## config.mk

```make
export PLATFORM = sky130hd
export DESIGN_NAME = evt_cascade_ctr
export DESIGN_NICKNAME = d
export VERILOG_FILES = /design/src/rtl/evt_casc_pkg.sv /design/src/rtl/evt_casc_stage.sv /design/src/rtl/evt_casc_regif.sv /design/src/rtl/evt_casc_out.sv /design/src/rtl/evt_cascade_ctr.sv
export SDC_FILE = /design/constraint.sdc
export NUM_CORES = 1
export LEC_CHECK = 0
export ABC_AREA = 1
export CAP_MARGIN = 20
export CORE_UTILIZATION = 28
export CTS_CLUSTER_DIAMETER = 50
export DETAILED_ROUTE_END_ITERATION = 8
export PLACE_DENSITY = 0.78
export SYNTH_ARGS = -nofsm -noshare
export SYNTH_HDL_FRONTEND = slang
export SYNTH_SLANG_ARGS = --single-unit
```

## constraint.sdc

```tcl
create_clock -name clk -period 1.7 [get_ports clk]
set_input_delay 0.51 -clock clk [delete_from_list [all_inputs] [get_ports clk]]
set_output_delay 0.51 -clock clk [all_outputs]
set_load 0.1 [all_outputs]
```

## src/rtl/evt_casc_pkg.sv

```systemverilog
package evt_casc_pkg;

    localparam int unsigned CASC_STAGES = 3;
    localparam int unsigned CASC_ADDR_W = 12;
    localparam int unsigned CASC_DATA_W = 32;

    // Stored state of one stage.
    typedef struct packed {
        logic held;
    } casc_stage_t;

    // Per-stage control gathered for one cycle.
    typedef struct packed {
        logic evt;
        logic clr;
        logic en;
    } casc_ctl_t;

endpackage

```

## src/rtl/evt_casc_stage.sv

```systemverilog
module evt_casc_stage
    import evt_casc_pkg::*;
(
    input  logic clk,
    input  logic rst_n,
    input  logic evt_i,
    input  logic clr_i,
    input  logic en_i,
    output logic vis_o
);

    casc_stage_t st_d, st_q;
    casc_ctl_t   ctl;
    logic        set_now;
    logic        vis_now;

    always_comb begin
        ctl     = '{evt: evt_i, clr: clr_i, en: en_i};
        vis_now = st_q.held & ctl.en;
        set_now = ctl.evt & ctl.en;
        st_d    = st_q;
        // Set has priority over clear; a disabled stage drops its value.
        st_d.held = set_now | (vis_now & ~ctl.clr);
    end

    always_ff @(posedge clk or negedge rst_n) begin
        if (!rst_n) begin
            st_q <= '0;
        end else begin
            st_q <= st_d;
        end
    end

    assign vis_o = vis_now;

    AST_SET_NEEDS_ENABLE: assert property (@(posedge clk) disable iff (!rst_n)
        $rose(vis_o) |-> $past(evt_i && en_i));
    AST_CLEAR_TAKES: assert property (@(posedge clk) disable iff (!rst_n)
        $past(clr_i && !evt_i) |-> !vis_o);
    AST_EVENT_WINS: assert property (@(posedge clk) disable iff (!rst_n)
        $past(evt_i && en_i) |-> st_q.held);
    AST_NO_REVIVE: assert property (@(posedge clk) disable iff (!rst_n)
        $past(!en_i) |-> !st_q.held);

endmodule

```

## src/rtl/evt_casc_regif.sv

```systemverilog
module evt_casc_regif #(
    parameter int unsigned                  NUM_STAGES = 3,
    parameter int unsigned                  ADDR_W     = 12,
    parameter int unsigned                  DATA_W     = 32,
    parameter logic [ADDR_W-1:0]            BASE_ADDR  = 12'h100,
    parameter logic [ADDR_W-1:0]            STRIDE     = 12'h100
) (
    input  logic                  clk,
    input  logic                  rst_n,
    input  logic                  wr_en_i,
    input  logic [ADDR_W-1:0]     addr_i,
    input  logic                  wr_bit_i,
    input  logic [NUM_STAGES-1:0] vis_i,
    output logic [NUM_STAGES-1:0] clr_o,
    output logic [DATA_W-1:0]     rdata_o
);

    logic [NUM_STAGES-1:0] hit;

    for (genvar i = 0; i < NUM_STAGES; i++) begin : g_dec
        localparam logic [ADDR_W-1:0] STAGE_ADDR = ADDR_W'(BASE_ADDR + STRIDE * i);
        assign hit[i]   = (addr_i == STAGE_ADDR);
        assign clr_o[i] = wr_en_i & hit[i] & wr_bit_i;
    end

    always_comb begin
        rdata_o = '0;
        for (int i = 0; i < NUM_STAGES; i++) begin
            if (hit[i]) begin
                rdata_o[0] = vis_i[i];
            end
        end
    end

    AST_DECODE_UNIQUE: assert property (@(posedge clk) disable iff (!rst_n)
        $onehot0(clr_o));
    AST_UPPER_ZERO: assert property (@(posedge clk) disable iff (!rst_n)
        rdata_o[DATA_W-1:1] == '0);

endmodule

```

## src/rtl/evt_casc_out.sv

```systemverilog
module evt_casc_out #(
    parameter int unsigned                  NUM_STAGES = 3,
    parameter logic [NUM_STAGES-1:0]        HALT_MASK  = 3'b101
) (
    input  logic [NUM_STAGES-1:0] vis_i,
    output logic                  irq_o,
    output logic [NUM_STAGES-1:0] halt_o
);

    assign irq_o = |vis_i;

    for (genvar i = 0; i < NUM_STAGES; i++) begin : g_halt
        if (HALT_MASK[i]) begin : g_on
            assign halt_o[i] = vis_i[i];
        end else begin : g_off
            assign halt_o[i] = 1'b0;
        end
    end

endmodule

```

## src/rtl/evt_cascade_ctr.sv

```systemverilog
module evt_cascade_ctr
    import evt_casc_pkg::*;
#(
    parameter int unsigned                  NUM_STAGES = CASC_STAGES,
    parameter int unsigned                  ADDR_W     = CASC_ADDR_W,
    parameter int unsigned                  DATA_W     = CASC_DATA_W,
    parameter logic [ADDR_W-1:0]            BASE_ADDR  = 12'h100,
    parameter logic [ADDR_W-1:0]            STRIDE     = 12'h100,
    parameter logic [NUM_STAGES-1:0]        HALT_MASK  = 3'b101
) (
    input  logic                  clk,
    input  logic                  rst_n,
    input  logic                  evt_i,
    input  logic                  wr_en_i,
    input  logic [ADDR_W-1:0]     addr_i,
    input  logic                  wr_bit_i,
    output logic [DATA_W-1:0]     rdata_o,
    output logic                  irq_o,
    output logic [NUM_STAGES-1:0] halt_o
);

    logic [NUM_STAGES-1:0] vis;
    logic [NUM_STAGES-1:0] en;
    logic [NUM_STAGES-1:0] clr;

    for (genvar i = 0; i < NUM_STAGES; i++) begin : g_stage
        if (i == 0) begin : g_head
            assign en[i] = 1'b1;
        end else begin : g_link
            assign en[i] = vis[i-1];
        end
        evt_casc_stage u_stage (
            .clk   (clk),
            .rst_n (rst_n),
            .evt_i (evt_i),
            .clr_i (clr[i]),
            .en_i  (en[i]),
            .vis_o (vis[i])
        );
    end

    evt_casc_regif #(
        .NUM_STAGES (NUM_STAGES),
        .ADDR_W     (ADDR_W),
        .DATA_W     (DATA_W),
        .BASE_ADDR  (BASE_ADDR),
        .STRIDE     (STRIDE)
    ) u_regif (
        .clk      (clk),
        .rst_n    (rst_n),
        .wr_en_i  (wr_en_i),
        .addr_i   (addr_i),
        .wr_bit_i (wr_bit_i),
        .vis_i    (vis),
        .clr_o    (clr),
        .rdata_o  (rdata_o)
    );

    evt_casc_out #(
        .NUM_STAGES (NUM_STAGES),
        .HALT_MASK  (HALT_MASK)
    ) u_out (
        .vis_i  (vis),
        .irq_o  (irq_o),
        .halt_o (halt_o)
    );

    AST_ONE_STEP: assert property (@(posedge clk) disable iff (!rst_n)
        $countones(vis) <= $countones($past(vis)) + 1);
    AST_IRQ_FOLLOWS_HEAD: assert property (@(posedge clk) disable iff (!rst_n)
        irq_o == vis[0]);

endmodule

```

# == Word-level counts from Yosys, hierarchy flattened ==
# Index checks and enable logic that the tools add are counted.
# W data, S select, Z words.
# totals
output_inout_bits,36
regBits,3
inputBits,17
# classes
n_eq_ne,3
n_reduce_logical,1
muxes,3
n_bitwise,19
# op_table
cell,count
$eq A12 B10 Y1 const B,2
$and A1 B1 Y1,13
$eq A12 B9 Y1 const B,1
$mux W1,3
$not A1 Y1,3
$or A1 B1 Y1,3
$reduce_or A3 Y1,1

# == Longest topological paths before layout ==
# Gate-level depths: netlist (run 1).
# logic_depth
word_depth,6
depth_mapped,7

# == Modules after synthesis ==
# From an unflattened synthesis (run 1), not the netlist that was laid out.
# unflattened
hier_cells,95
hier_area_um2,575.6
# modules_own_cells
mod,area_each_um2,seq_area_each_um2,n_inst,cells_each
evt_casc_regif,387.9,0.0,1,66
evt_casc_stage,48.8,25.0,3,7
evt_casc_out,37.5,0.0,1,7
evt_cascade_ctr,3.8,0.0,1,1

# == Least setup slack after synthesis (run 1) ==
# OpenSTA, ideal clock, no wires.
# synth_path
path_kind,input-to-output
from,input port addr_i[7]
to,output port rdata_o[0]
stages,7
arrival_time_ps,1620
setup_slack_ps,-430
path_buffers,0
cell_sequence,nor2_1 nand2_1 nor2_4 nand3_1 nand3_1 nand2_1 inv_1
# synth_via
elab_chain_cells,4
# synth_rtl
item,line,text
start: declaration,evt_cascade_ctr.sv:15,"input logic [ADDR_W-1:0] addr_i,"
$eq A12 B9 Y1,evt_casc_regif.sv:22,assign hit[i] = (addr_i == STAGE_ADDR);
$mux W1 (2 in a row),evt_casc_regif.sv:29,if (hit[i]) begin
$mux W1 (*),evt_casc_regif.sv:29,
end: declaration,evt_cascade_ctr.sv:17,"output logic [DATA_W-1:0] rdata_o,"
# Mark *: on every way between the ends. The rest lies on a longest branch, timed or not.

# == Worst setup path in the final report (run 1) ==
# layout_path
from,input port addr_i[4]
to,output port rdata_o[0]
# The elaborated chain is that of the path after synthesis.

==> results list, run 1 <==
* Nets: 124
* Maxcap violations: 0
* GPL Wtd Cong: around 0.63
- The pre-antenna-repair detailed-routing pass consisted of 4 iterations.
* Vias post-DR: roughly 470
* Die height: between 40 and 50 um
- CTS saw 3 sinks.
* Detailed-route DRC error count: 0
- Counting I/O delays and the setup requirement, the final critical path takes ~2.0 ns.
- Aggregate global routing overflow: 0
- During synthesis, Yosys emitted a total of 0 warnings.
* Initial Util: around 30%
* Maximum number of pins on one net before global-route repair: 6
* Number of global-route vias before repair: 422
* Post-route ant nets: 0
- CP Data Arrival Time: 1.45 ns
- Static timing analysis puts the maximum clock frequency at 0.5102 GHz.
- Pre-CTS worst setup slack: -0.6256 ns
- The floorplan step defined a die boundary enclosing a little over 2000 um^2.
- Max Clock Skew: 0.0003223 ns
- Port buffering added 20 buffers.
* Largest register FFs: 3
- Detailed placement HPWL: 828.3 um
- After clock tree synthesis, the clock-pin slew on the worst setup and hold paths is 0.04 ns.
- In this run the biggest area consumer among cell types represents between 40% and 50% of the synthesized area.
- Once placement completed, the tool counted placed cells totaling 124.
- Critical Path Sink Type: primary output
- The average instance in the mapped netlist occupies roughly 6.5 um^2.
- Tot GR Track Use: between 10% and 20%
* Core Region: approximately 1700 um^2
- Result of the run: finished, violations left
- Leakage power total: 0.4050 nW
- Largest driver fanout on the critical path: 5
- The initialized floorplan defines 15 standard-cell rows.
- Kind of start point of the critical path: primary input
* Diodes inserted: 0
- Number of top-level pins: 53
- Post-synth design cell area: 523.0 um^2
- Maximum resistive drop on vdd: ~0.35 mV
* Number of setup violations in the final report: 1
* Class of the most critical hold timing path: in -> async
- Data required time of the critical path: between 1 and 1.5 ns
- For this block, the routed nets add up to ~1.1 mm of wire.
- The checks that failed: setup timing.
- Fraction of final layout cells with drive strength greater than 1: a little under half
* Global-route wire length before repair: around 1.5 mm
* Horizontal die dimension: 45.22 um
- The number of endpoints with negative hold slack in the final report is 0.
- Power spread over the standard cell area amounts to roughly 740 nW/um^2.
- Yosys mapped the design onto 16 distinct sky130hd cell types.
- After layout, the worst path uses 115.3% of the clock period.
- Setup repair after global routing could not meet its margin everywhere.
- Clock tree synthesis selected as its root buffer the cell sky130_fd_sc_hd__clkbuf_4.
* Vias per cell: around 3.6
- The max-slew violation total from the final report is 0.
- The share of the Yosys chip area taken by registers is between 10% and 20%.
* Setup WS post-layout: -0.2599 ns
- Buffers inserted during clock tree synthesis total 3.
- Hold repair after CTS inserted 0 buffers.
* Number of DRC markers after the initial detailed-route iteration: 4
- Biggest registers after layout: g_stage.u_stage.st_q x3
* Yosys top cell by area: sky130_fd_sc_hd__buf_4
* CTS tree: yes
- CTS H-Tree Depth: 1
- Count of placed standard cells in the final layout, fillers left out: ~130
- Number of antenna violations at the first check in global routing: 0
- Sorting the synthesized cells by area gives the leading types as sky130_fd_sc_hd__buf_4, sky130_fd_sc_hd__dfrtp_1, sky130_fd_sc_hd__nand2_1, sky130_fd_sc_hd__nor2_1, sky130_fd_sc_hd__nand3_1.
- Synth Register Bits: 3
- The clock passes through at most 2 buffers.
* Layout Area Growth over Synthesis: 46.89%
* Clock Latency Late Sink: around 0.23 ns
- The cell count after synthesis came out at 80.
- Top reg by flops: g_stage.u_stage.st_q
* Crit Path Class: in -> out
- After detailed routing, the average wire length per cell comes to 8.244 um.
[placed cells by master, fill, tap and decap left out, types with 2 or more instances in the layout]
cell type	count
sky130_fd_sc_hd__nand3_2	4
sky130_fd_sc_hd__inv_2	4
sky130_fd_sc_hd__inv_1	2
sky130_fd_sc_hd__clkbuf_4	3
sky130_fd_sc_hd__nand4_1	3
sky130_fd_sc_hd__conb_1	32
sky130_fd_sc_hd__buf_4	6
sky130_fd_sc_hd__nand2_1	9
sky130_fd_sc_hd__buf_12	4
sky130_fd_sc_hd__nor2_2	3
sky130_fd_sc_hd__clkdlybuf4s50_1	4
sky130_fd_sc_hd__nand2_2	5
sky130_fd_sc_hd__dfrtp_1	3
sky130_fd_sc_hd__nor2_4	5
sky130_fd_sc_hd__buf_2	8
sky130_fd_sc_hd__buf_6	4
[worst max-delay path, stage by stage]
cell and delay, ns:
sky130_fd_sc_hd__buf_2 0.10, sky130_fd_sc_hd__nor2_2 0.12, sky130_fd_sc_hd__nand2_2 0.07, sky130_fd_sc_hd__nor2_4 0.15, sky130_fd_sc_hd__nand2_1 0.09, sky130_fd_sc_hd__nand3_2 0.09, sky130_fd_sc_hd__nand2_2 0.07, sky130_fd_sc_hd__clkinvlp_4 0.08
sky130_fd_sc_hd__buf_12 0.16
[worst paths after layout]
check	startpoint	to	slack, ns	cells after the start
hold reg to reg	g_stage[0].u_stage.st_q$_DFF_PN0_	g_stage[0].u_stage.st_q$_DFF_PN0_	0.53	2
setup reg to reg	g_stage[0].u_stage.st_q$_DFF_PN0_	g_stage[2].u_stage.st_q$_DFF_PN0_	0.82	6
min in group clk	g_stage[0].u_stage.st_q$_DFF_PN0_	g_stage[0].u_stage.st_q$_DFF_PN0_	0.53	2
hold / removal	rst_n	g_stage[0].u_stage.st_q$_DFF_PN0_	0.46	1
max in group asynchronous	rst_n	g_stage[2].u_stage.st_q$_DFF_PN0_	1.10	1
setup / recovery	addr_i[4]	rdata_o[0]	-0.26	9
[cell usage after synthesis, drive strengths merged]
cell	instances
buf	34
nand2	14
nor2	9
inv	7
nand3	4
dfrtp	3
nand4	3
a21oi	1
clkbuf	1
clkinv	1
conb	1
nor3	1
o21ai	1
[report_power, final]
group | leakage [nW] | switching, mW | total [mW] | internal (mW)
logic | 0.364 | 0.337 | 0.374 | 0.0365
registers | 0.0262 | 0.00000809 | 0.0718 | 0.0718
clock network | 0.0150 | 0.0366 | 0.125 | 0.0879
[metrics by stage]
step	power, mW	utilization [%]	setup TNS [ns]	hold slack [ns]	instance area, um^2
floorplan	0.4508	-	-0.2277	0.2144	661.9
global placement	0.4373	39.86	-0.6282	0.5134	695.7
detailed placement	0.4390	39.86	-0.7456	0.5314	695.7
CTS	0.5666	42.15	-0.2642	0.4580	735.7
global route	0.5913	44.01	-0.3181	0.4679	768.2
finish	0.5701	44.01	-0.2599	0.4629	768.2
[cell type report]
class	instances	area, um^2
fill	186	977.2
multi-input combinational	65	349.1
tap	25	31.28
timing repair buffer	26	250.2
clock buffer	4	26.28
inverter	8	36.28
sequential	3	75.07
[what timing repair did]
item / 4_1_cts / 5_1_grt
gates cloned: 0 / 0
pin swaps: 18 / 14
endpoints found under the setup margin: 1 / 2
gates resized for setup: 53 / 13
setup buffers: 2 / 1
[logic make-up (layout without fill, tap and decap cells)]
group | count (synthesis) | in the layout | share of synthesized area (%)
DFF | 3 | 3 | 14.35
buffers and inverters | 43 | 38 | 55.26
AOI/OAI and AO/OA | 2 | 2 | 1.912
and+or+nand+nor | 31 | 31 | 27.75
other | 1 | 32 | 0.7170
[routing by layer]
metal	vias to the layer above	global-route usage (%)	wire length, um
met5	-	0	0
met2	22	21.74	680
met4	0	7.879	10
li1	230	-	-
met3	2	2.800	58
met1	217	7.767	331
Note: power is estimated with default switching activity, not from simulation.
==> run 2, diff against run 1 <==
--- a/config.mk
+++ b/config.mk
@@ -7,10 +7,12 @@
 export LEC_CHECK = 0
 export ABC_AREA = 1
 export CAP_MARGIN = 20
-export CORE_UTILIZATION = 28
+export CORE_UTILIZATION = 30
 export CTS_CLUSTER_DIAMETER = 50
 export DETAILED_ROUTE_END_ITERATION = 8
-export PLACE_DENSITY = 0.78
+export PLACE_DENSITY = 0.79
+export SKIP_CTS_REPAIR_TIMING = 1
 export SYNTH_ARGS = -nofsm -noshare
 export SYNTH_HDL_FRONTEND = slang
+export SYNTH_HIERARCHICAL = 1
 export SYNTH_SLANG_ARGS = --single-unit
==> constraint.sdc (replaced) <==
create_clock -name clk -period 1.7 [get_ports clk]
set_input_delay 0.51 -clock clk [delete_from_list [all_inputs] [get_ports clk]]
set_output_delay 0.51 -clock clk [all_outputs]
set_load 0.05 [all_outputs]
==> results list, run 2 <==
- The register area share after synthesis was 13.04% (was 14.35%).
- The number of top-level pins came to 53 (unchanged).
- The cell type with the highest aggregate area in the netlist is sky130_fd_sc_hd__buf_4 (unchanged).
- The clock edge transition at the registers on the reported setup and hold paths is 0.04 ns (about the same).
- Number of setup violations in the final report: 2 (was 1)
- The max-slew violation total from the final report is 0 (unchanged).
- Top reg by flops: g_stage.u_stage/st_q (was g_stage.u_stage.st_q)
- The root buffer cell was sky130_fd_sc_hd__clkbuf_4 (unchanged).
- TritonCTS sink count: 3 (unchanged)
* Kind of start point of the critical path: primary input (unchanged)
* Setup tns final: -0.3177 ns (was -0.2599 ns)
* Count of standard-cell rows: 15 (unchanged)
- RSZ-0062 raised after global routing: yes (unchanged)
- Max Clock Skew: 0.003692 ns (was 0.0003223 ns)
- The die width was 45.80 um (was 45.22 um).
* Cell types with the largest area share after synthesis: sky130_fd_sc_hd__buf_4, sky130_fd_sc_hd__dfrtp_1, sky130_fd_sc_hd__nand2_1, sky130_fd_sc_hd__inv_1, sky130_fd_sc_hd__nor2_1 (was sky130_fd_sc_hd__buf_4, sky130_fd_sc_hd__dfrtp_1, sky130_fd_sc_hd__nand2_1, sky130_fd_sc_hd__nor2_1, sky130_fd_sc_hd__nand3_1)
- The multiplexer fraction of the synthesized cell area is 0% (unchanged).
- Diodes inserted: 0 (unchanged)
- Simple-gate share of the synthesized area: 31.30% (was 27.75%)
- Data required time of the critical path: 1.19 ns (about the same)
- The number of buffers between clock root and the deepest sink came to 2 (unchanged).
- The total number of yosys warnings was 6 (was 0).
* Cells along the critical path: dlymetal6s2s_1 -> inv_1 -> nand2_2 -> nor3_4 -> nand2_2 -> or2_0 -> nand2_1 -> inv_1 -> buf_6 (was buf_2 -> nor2_2 -> nand2_2 -> nor2_4 -> nand2_1 -> nand3_2 -> nand2_2 -> clkinvlp_4 -> buf_12)
* Crit Path Class: in -> out (unchanged)
* Number of buffers created by CTS: 3 (unchanged)
- The count of buffer and inverter cells on the critical path is 4 (was 3).
- The via count of the first global-routing pass is 391 (was 422).
- Final critical-path share of the clock period: 115.9% (was 115.3%)
- The biggest fanout along the worst timing path was 3 (was 5).
- Cell at the slowest stage of the critical path: sky130_fd_sc_hd__or2_0 (was sky130_fd_sc_hd__buf_12)
* Post-synthesis share of cell area spent on full adders, half adders and majority gates: 0% (unchanged)
- Nets: 140 (was 124)
* Fraction of final layout cells with drive strength greater than 1: 31.15% (was 46.23%)
- Biggest registers after layout: g_stage.u_stage/st_q x3 (was g_stage.u_stage.st_q x3)
- Number of DRC markers after the initial detailed-route iteration: 11 (was 4)
- Time the worst path needs with I/O delays and setup: 1.970 ns (was 1.960 ns)
- Compound-cell area share of the yosys netlist: 0.8696% (was 1.914%)
* Flip-flop cell with the highest count after synthesis: sky130_fd_sc_hd__dfrtp_1 (unchanged)
* Number of filler cells placed in the layout: 186 (unchanged)
* Leakage power total: 0.4762 nW (was 0.4050 nW)
- The number of antenna violations at the first check in global routing was 0 (unchanged).
- Tot GR Track Use: 9.764% (was 10.52%)
- The core region area came to 1764 um^2 (was 1745 um^2).
* Iteration count of the initial detailed-routing pass: 4 (unchanged)
- The HPWL after detailed placement was 800.7 um (was 828.3 um).
* Final hold violations: 0 (unchanged)
- The arrival time of data at the critical path endpoint came to 1.46 ns (was 1.45 ns).
- Detailed Route WL: 1.010 mm (was 1.080 mm)
* PortBufs: 20 (unchanged)
- Violated checks: setup timing (unchanged)
- The most repeated cell in the gate-level netlist after synthesis was sky130_fd_sc_hd__buf_4 (unchanged).
- The insertion delay of the later-clocked pin in the worst-skew pair came to 0.23 ns (about the same).
* EDFF count, synth: 0 (unchanged)
* Post-placement cell count: 142 (was 124)
- Most used standard cells in the synthesized netlist: sky130_fd_sc_hd__buf_4, sky130_fd_sc_hd__nand2_1, sky130_fd_sc_hd__inv_1 (was sky130_fd_sc_hd__buf_4, sky130_fd_sc_hd__nand2_1, sky130_fd_sc_hd__nor2_1)
- Count of placed standard cells in the final layout, fillers left out: 147 (was 131)
- Most frequent standard cell in the layout excluding fill and tap cells: sky130_fd_sc_hd__conb_1 (unchanged)
- Maximum resistive drop on vdd: 0.3057 mV (was 0.3544 mV)
- Vias per cell: 3.401 (was 3.595)
- The longest individual stage delay on the worst path is 0.22 ns (was 0.16 ns).
- Fin util: 45.74% (was 44.01%)
- The count of cell types in the netlist was 12 (was 16).
- The pin count of the biggest net entering global routing is 6 (unchanged).
* Die height: 45.80 um (was 45.22 um)
- The post-synth design cell area came to 575.6 um^2 (was 523.0 um^2).
- Layout Area Growth over Synthesis: 40.22% (was 46.89%)
* GPL Wtd Cong: 0.7842 (was 0.6324)
- Area of the die: 2098 um^2 (was 2045 um^2)
- Global-route wire length before repair: 1.449 mm (was 1.538 mm)
- CTS tree: yes (unchanged)
- Synth Register Bits: 3 (unchanged)
- Post-route ant nets: 0 (unchanged)
- Total power divided by cell area: 572.7 nW/um^2 (was 742.0 nW/um^2)
- Largest family of logic cells by synthesized area: buffers and inverters (unchanged)
- Drt wl/cell: 6.871 um (was 8.244 um)
* Critical Path Sink Type: primary output (unchanged)
- Initial Util: 32.62% (was 29.96%)
- The average cell area after synthesis was 6.058 um^2 (was 6.538 um^2).
- The residual DRC count is 0 (unchanged).
- Class of the most critical hold timing path: in -> async (unchanged)
* Cells after synthesis: 95 (was 80)
- Highest-count cells in the layout ignoring fill and taps: sky130_fd_sc_hd__conb_1, sky130_fd_sc_hd__nand2_1, sky130_fd_sc_hd__nor2_1 (was sky130_fd_sc_hd__conb_1, sky130_fd_sc_hd__nand2_1, sky130_fd_sc_hd__buf_2)
* Fmax: 0.5077 GHz (was 0.5102 GHz)
- The fraction of synthesis flops using an asynchronous set or reset pin came to 100.0% (unchanged).
* Maxcap violations: 0 (unchanged)
* Result of the run: finished, violations left (unchanged)
- The cell type group with the largest total delay on the critical path is simple AND/OR/NAND/NOR gates (unchanged).
- Largest register FFs: 3 (unchanged)
- Top cell type's share of synthesized area: 44.35% (was 48.80%)
- Vias post-DR: 500 (was 471)
* Final hold slack: 0.4606 ns (was 0.4629 ns)
- CTS H-Tree Depth: 1 (unchanged)
* Synth Area in XOR/XNOR: 0% (unchanged)
- Reg2reg setup slack: 0.74 ns (was 0.82 ns)
- Setup WS post-layout: -0.2698 ns (was -0.2599 ns)
* Aggregate global routing overflow: 0 (unchanged)
-- run 2: worst paths after layout --
kind	startpoint	endpoint	depth (start not counted)
min in group clk	g_stage[0].u_stage/st_q$_DFF_PN0_	g_stage[0].u_stage/st_q$_DFF_PN0_	2
min reg2reg	g_stage[0].u_stage/st_q$_DFF_PN0_	g_stage[0].u_stage/st_q$_DFF_PN0_	2
min	rst_n	g_stage[1].u_stage/st_q$_DFF_PN0_	1
max	addr_i[10]	rdata_o[0]	9
max reg2reg	g_stage[0].u_stage/st_q$_DFF_PN0_	g_stage[2].u_stage/st_q$_DFF_PN0_	7
max in group asynchronous	rst_n	g_stage[2].u_stage/st_q$_DFF_PN0_	1
-- run 2: power breakdown --
part | internal (mW) | total, mW | switching (mW)
Combinational | 0.0563 | 0.260 | 0.203
Sequential | 0.0756 | 0.0776 | 0.00197
Clock | 0.0880 | 0.125 | 0.0370
Total | 0.220 | 0.462 | 0.242
-- run 2: area by class of cell --
class | instances | area [um^2] | area share, %
clock buffers | 4 | 26.28 | 3.256
flip-flops and latches | 3 | 75.07 | 9.302
repair buffers | 25 | 265.3 | 32.87
multi-input cells | 77 | 360.3 | 44.65
well taps | 25 | 31.28 | 3.876
inverters | 13 | 48.80 | 6.047
-- run 2: cell families after synthesis --
logic type / count (synthesis)
buffers and inverters: 47
and+or+nand+nor: 41
DFF: 3
other: 3
AOI/OAI and AO/OA: 1
-- run 2: metrics by stage --
stage | worst slack [ns] | power (mW) | area, um^2
final | -0.2698 | 0.4622 | 807.0
after CTS | -0.6383 | 0.4610 | 755.7
after detailed placement | -0.6380 | 0.3293 | 729.5
after global routing | -0.3640 | 0.4937 | 807.0
after floorplan | -0.1364 | 0.3255 | 695.7
after global placement | -0.6046 | 0.3274 | 729.5
-- run 2: layer usage --
metal | track usage (%) | share of wire (%) | vias up
met1 | 9.953 | 40 | 209
li1 | - | - | 264
met4 | 5.294 | 0 | 0
met3 | 3.571 | 7.7 | 0
met5 | 0 | 0 | -
met2 | 17.14 | 52 | 27
